==> config.mk <==
export PLATFORM = sky130hd
export DESIGN_NAME = excl_dir_ctrl
export DESIGN_NICKNAME = d
export VERILOG_FILES = /design/src/rtl/excl_dir_pkg.sv /design/src/rtl/excl_dir_table.sv /design/src/rtl/excl_dir_cost.sv /design/src/rtl/excl_dir_ctrl.sv
export SDC_FILE = /design/constraint.sdc
export NUM_CORES = 1
export LEC_CHECK = 0
export BUFFER_PORTS_ARGS = -buffer_cell sky130_fd_sc_hd__clkbuf_2
export CAP_MARGIN = 20
export CORE_MARGIN = 1.5
export CORE_UTILIZATION = 55
export CTS_CLUSTER_DIAMETER = 120
export DETAILED_ROUTE_END_ITERATION = 8
export GPL_TIMING_DRIVEN = 1
export MAX_ROUTING_LAYER = met4
export PLACE_DENSITY = 0.74
export SLEW_MARGIN = 0
export SYNTH_ARGS = -nofsm -noshare
export SYNTH_HDL_FRONTEND = slang
export SYNTH_SLANG_ARGS = --single-unit
==> constraint.sdc <==
create_clock -name clk -period 2.7 [get_ports clk]
set_input_delay 0 -clock clk [delete_from_list [all_inputs] [get_ports clk]]
set_output_delay 0 -clock clk [all_outputs]
set_load 0.05 [all_outputs]
==> src/rtl/excl_dir_pkg.sv <==
package excl_dir_pkg;
    localparam int CHECK_CYC = 1;
    localparam int INVAL_CYC = 1;
    localparam int WBACK_CYC = 4;
    localparam int FETCH_CYC = 5;

    typedef enum logic [2:0] {
        S_IDLE,
        S_CHECK,
        S_INVAL,
        S_WBACK,
        S_FETCH,
        S_GRANT,
        S_FAULT
    } dir_state_e;
endpackage

==> src/rtl/excl_dir_table.sv <==
module excl_dir_table #(
    parameter int NUM_BLOCKS = 16,
    parameter int CACHE_W    = 2,
    localparam int BLOCK_W   = (NUM_BLOCKS > 1) ? $clog2(NUM_BLOCKS) : 1
) (
    input  logic               clk,
    input  logic               rst_n,
    input  logic [BLOCK_W-1:0] rd_block,
    output logic               rd_held,
    output logic [CACHE_W-1:0] rd_owner,
    output logic               rd_mod,
    input  logic               wr_en,
    input  logic [BLOCK_W-1:0] wr_block,
    input  logic [CACHE_W-1:0] wr_owner,
    input  logic               wr_mod
);
    logic               held_q  [NUM_BLOCKS];
    logic [CACHE_W-1:0] owner_q [NUM_BLOCKS];
    logic               mod_q   [NUM_BLOCKS];

    for (genvar g = 0; g < NUM_BLOCKS; g++) begin : g_entry
        always_ff @(posedge clk) begin
            if (!rst_n) begin
                held_q[g]  <= 1'b0;
                owner_q[g] <= '0;
                mod_q[g]   <= 1'b0;
            end else if (wr_en && (wr_block == BLOCK_W'(g))) begin
                held_q[g]  <= 1'b1;
                owner_q[g] <= wr_owner;
                mod_q[g]   <= wr_mod;
            end
        end
    end

    always_comb begin
        rd_held  = held_q[rd_block];
        rd_owner = owner_q[rd_block];
        rd_mod   = mod_q[rd_block];
    end
endmodule

==> src/rtl/excl_dir_cost.sv <==
module excl_dir_cost #(
    parameter int COST_W = 5
) (
    input  logic              clk,
    input  logic              rst_n,
    input  logic              clear,
    input  logic              charge,
    output logic [COST_W-1:0] total
);
    always_ff @(posedge clk) begin
        if (!rst_n || clear) begin
            total <= '0;
        end else if (charge) begin
            total <= total + COST_W'(1);
        end
    end
endmodule

==> src/rtl/excl_dir_ctrl.sv <==
module excl_dir_ctrl
    import excl_dir_pkg::*;
#(
    parameter int NUM_CACHES = 4,
    parameter int NUM_BLOCKS = 16,
    parameter int COST_W     = 5,
    localparam int CACHE_W   = (NUM_CACHES > 1) ? $clog2(NUM_CACHES) : 1,
    localparam int BLOCK_W   = (NUM_BLOCKS > 1) ? $clog2(NUM_BLOCKS) : 1
) (
    input  logic               clk,
    input  logic               rst_n,
    input  logic               req_valid,
    output logic               req_ready,
    input  logic [CACHE_W-1:0] req_cache,
    input  logic [BLOCK_W-1:0] req_block,
    input  logic               req_write,
    output logic               msg_valid,
    output logic [CACHE_W-1:0] msg_cache,
    output logic               msg_wb,
    output logic               done_grant,
    output logic               done_error,
    output logic               done_from_wb,
    output logic [COST_W-1:0]  done_cost
);
    localparam int BEAT_W = 3;

    dir_state_e         state_q, state_d;
    logic [BEAT_W-1:0]  beat_q;
    logic [CACHE_W-1:0] cur_cache;
    logic [BLOCK_W-1:0] cur_block;
    logic               cur_write;
    logic               wb_seen_q;

    logic               ent_held;
    logic [CACHE_W-1:0] ent_owner;
    logic               ent_mod;
    logic               accept;
    logic               charge;
    logic [COST_W-1:0]  cost_total;

    assign accept = req_valid && (state_q == S_IDLE);
    assign charge = (state_q == S_CHECK) || (state_q == S_INVAL) ||
                    (state_q == S_WBACK) || (state_q == S_FETCH);

    excl_dir_table #(
        .NUM_BLOCKS(NUM_BLOCKS),
        .CACHE_W   (CACHE_W)
    ) u_table (
        .clk     (clk),
        .rst_n   (rst_n),
        .rd_block(cur_block),
        .rd_held (ent_held),
        .rd_owner(ent_owner),
        .rd_mod  (ent_mod),
        .wr_en   (state_q == S_GRANT),
        .wr_block(cur_block),
        .wr_owner(cur_cache),
        .wr_mod  (cur_write)
    );

    excl_dir_cost #(.COST_W(COST_W)) u_cost (
        .clk   (clk),
        .rst_n (rst_n),
        .clear (accept),
        .charge(charge),
        .total (cost_total)
    );

    // Next-state selection
    always_comb begin
        state_d = state_q;
        unique case (state_q)
            S_IDLE:  if (req_valid) state_d = S_CHECK;
            S_CHECK: begin
                if (ent_held && ent_owner == cur_cache) state_d = S_FAULT;
                else if (ent_held)                      state_d = S_INVAL;
                else                                    state_d = S_FETCH;
            end
            S_INVAL: state_d = ent_mod ? S_WBACK : S_FETCH;
            S_WBACK: if (beat_q == BEAT_W'(WBACK_CYC - 1)) state_d = S_FETCH;
            S_FETCH: if (beat_q == BEAT_W'(FETCH_CYC - 1)) state_d = S_GRANT;
            S_GRANT: state_d = S_IDLE;
            S_FAULT: state_d = S_IDLE;
            default: state_d = S_IDLE;
        endcase
    end

    // State register, beat counter and captured request
    always_ff @(posedge clk) begin
        if (!rst_n) begin
            state_q   <= S_IDLE;
            beat_q    <= '0;
            cur_cache <= '0;
            cur_block <= '0;
            cur_write <= 1'b0;
            wb_seen_q <= 1'b0;
        end else begin
            state_q <= state_d;
            beat_q  <= (state_d != state_q) ? '0 : beat_q + BEAT_W'(1);
            if (accept) begin
                cur_cache <= req_cache;
                cur_block <= req_block;
                cur_write <= req_write;
                wb_seen_q <= 1'b0;
            end else if (state_q == S_WBACK) begin
                wb_seen_q <= 1'b1;
            end
        end
    end

    // Outputs
    always_comb begin
        req_ready    = (state_q == S_IDLE);
        msg_valid    = (state_q == S_INVAL);
        msg_cache    = ent_owner;
        msg_wb       = ent_mod;
        done_grant   = (state_q == S_GRANT);
        done_error   = (state_q == S_FAULT);
        done_from_wb = (state_q == S_GRANT) && wb_seen_q;
        done_cost    = cost_total;
    end
endmodule

==> results_dict.tcl <==
set metrics [dict create \
    outcome "finished, final reports clean" \
    stdcell_area_sq_mm 0.00455 \
    synth_cell_types 41 \
    grt_util_all_layers_pct 25.0 \
    drt-initial-drc-count 240 \
    peakVddDrop_mv 0.361 \
    grt_overflow_total 0 \
    place_area_sq_mm 0.00425 \
    nNetsFinal 379 \
    worstPathCellList "buf_4, mux4_2, mux2i_1, mux2i_1, clkbuf_2" \
    postCtsSetupBuffers 0 \
    drive_above_1_share_pct 17.3 \
    clockRootBuffer "clkbuf_8" \
    initial_core_util_pct 56.4 \
    cp_common_cell "mux2i_1" \
    cts_tree "yes" \
    mostFrequentLayoutCells "edfxtp_1 (62), and2_1 (38), nor2_1 (33)" \
    period_minus_slack_ps 2240 \
    die_y_um 89.0 \
    synthArstFlopShare_pct 0 \
    synth_area_sq_mm 0.00407 \
    cts_max_level 3 \
    grt_pass1_wl_um 13600 \
    hpwl_um 6290 \
    io_buffer_count 22 \
    core_sq_mm 0.00721 \
    vias 2715 \
    via_per_inst 5.79 \
    place_congestion 0.881 \
    ios 23 \
    max_freq_ghz 0.445 \
    setup_viol 0 \
    crit_path_end_kind "primary output" \
    max_cap_violations 0 \
    path_max_fanout 10 \
    tns_ps 0 \
    drc 0 \
    slew_violations 0 \
    die_width_um 89.0 \
    grt_start_max_net_pins 40 \
    synth_edf_count 62 \
    grt_pass1_vias 2510 \
    cp.arrival_ps 2240 \
    ys_ff_latch 87 \
    min_path_type "in2reg" \
    finalClockSkew_ps 12.1 \
    syn_avg_cell_area_sq_um 12.0 \
    cts.path.max_buffers 2 \
    worstSetupPathType "reg2out" \
    final_common_cell "edfxtp_1" \
    synth_top_flop_cell "edfxtp_1" \
    cp.required_ps 2700 \
    synth.area.top_cells "edfxtp_1 (46%), dfxtp_1 (12%), mux4_2 (6.6%)" \
    finish.utilization_pct 63.1 \
    hold_viol 0 \
    clk_latency_ps 360 \
    antenna_found_initial 0 \
    path_buf_inv 2 \
    synth_area_leader_cell "edfxtp_1" \
    ant_nets 0 \
    n_antenna_cell 0 \
    yosys_warnings 0 \
    cp_slowest_stage_delay_ps 550 \
    pwr_density_cell_mw_per_mm2 665 \
    period_share_pct 83.1 \
    syn_nets 354 \
    crit_slowest_cell "dfxtp_1" \
    crit_family "multiplexers" \
    tightest_slew_ps 730 \
    routed_wirelength_um 8900 \
    cts-buffers-inserted 9 \
    rsz0062_at_grt "false" \
    p_leak_nw 1.72 \
    drt_pass1_iterations 5 \
    yosys.area.top_type_share_pct 45.7 \
    areaGrowthSynthToFinish_pct 11.7 \
    wire_per_inst_um 19.0 \
    postSynthCellCount 340 \
    seq_area_frac_synth_pct 58.0 \
    max-slew-margin-rel_pct 51.3 \
    numClockSinks 87 \
    rows 31 \
    clk_pin_slew_ps 90 \
    cp-start-kind "flip-flop" \
    fp.dieArea_sq_mm 0.00793 \
]
-- sequential cells by signal, summed over array words and instances (netlist names), named ones only --
name,flops
beat_q,3
cur_block,4
cur_cache,2
cur_write,1
state_q,3
u_cost.total,5
u_table.held_q,16
u_table.mod_q,16
u_table.owner_q,32
wb_seen_q,1
-- layer usage --
layer  vias to the layer above  global-route usage, %  wire length [um]
met4                         0                   8.53               176
met2                       115                   37.3              4210
met3                        19                   4.89               546
li1                       1269                      -                 -
met5                         -                      -                 0
met1                      1312                   34.6              3970
-- stage by stage --
stage	hold slack [ps]	setup WS, ps	std cells	power [mW]
floorplan	135	483	340	1.93
global placement	222	655	446	2.04
detailed placement	233	531	446	2.06
CTS	282	427	469	3.03
global route	311	306	469	3.13
finish	281	455	469	3.03
-- area by class of cell --
type,count,area (sq um)
Fill cell,580,2670
Sequential cell,87,2360
Multi-Input combinational cell,226,1580
Timing Repair Buffer,37,240
Clock buffer,12,199
Tap cell,99,124
Clock inverter,4,28.8
Inverter,4,15.0
-- report_power, final --
group / switching [mW] / internal, mW
Clock: 0.479 / 0.507
Combinational: 0.305 / 0.178
Sequential: 0.0709 / 1.49
Total: 0.855 / 2.17
-- cells in the mapped netlist (all sizes together), types with 5 or more instances --
| cell type | instances |
|---|---|
| dfxtp | 25 |
| buf | 9 |
| mux2i | 15 |
| nor2b | 5 |
| and3 | 14 |
| nand3b | 5 |
| nand3 | 7 |
| and2 | 38 |
| mux4 | 12 |
| nand2b | 5 |
| xor2 | 6 |
| o21ai | 20 |
| a21boi | 8 |
| nand2 | 28 |
| nor2 | 33 |
| edfxtp | 62 |
| clkbuf | 14 |
-- kinds of logic (layout without fill, tap and decap cells) --
kind of cell | after synthesis | count (layout) | share of synthesized area (%)
AND/OR/NAND/NOR | 144 | 144 | 18.3
XOR/XNOR | 8 | 8 | 1.72
AO/OA/AOI/OAI | 42 | 42 | 6.67
buffers and inverters | 27 | 57 | 3.17
flip-flops | 87 | 87 | 58.0
adder cells (fa/ha/maj) | 4 | 4 | 1.23
multiplexers | 28 | 28 | 10.9
-- worst register-to-register path, stage by stage (launching register included) --
cell and delay (ps):
dfxtp_1 550, buf_4 280, mux4_2 510, mux2i_1 160, mux2i_1 130, nor2_1 150, a211oi_1 70, o21a_1 200
-- timing repair --
action	CTS	global route
resized for setup	0	0
hold buffers	7	0
hold endpoints to repair	11	0
-- worst paths after layout --
| path | cells after the start | start | slack (ps) | end |
|---|---|---|---|---|
| min | 5 | req_valid | 280 | cur_cache[0] |
| max | 5 | flip-flop | 460 | msg_wb |
| max reg2reg | 7 | flip-flop | 560 | state_q[0] |
| min reg2reg | 1 | beat_q[0] | 460 | beat_q[0] |
Power figures use the tool's default switching activity.
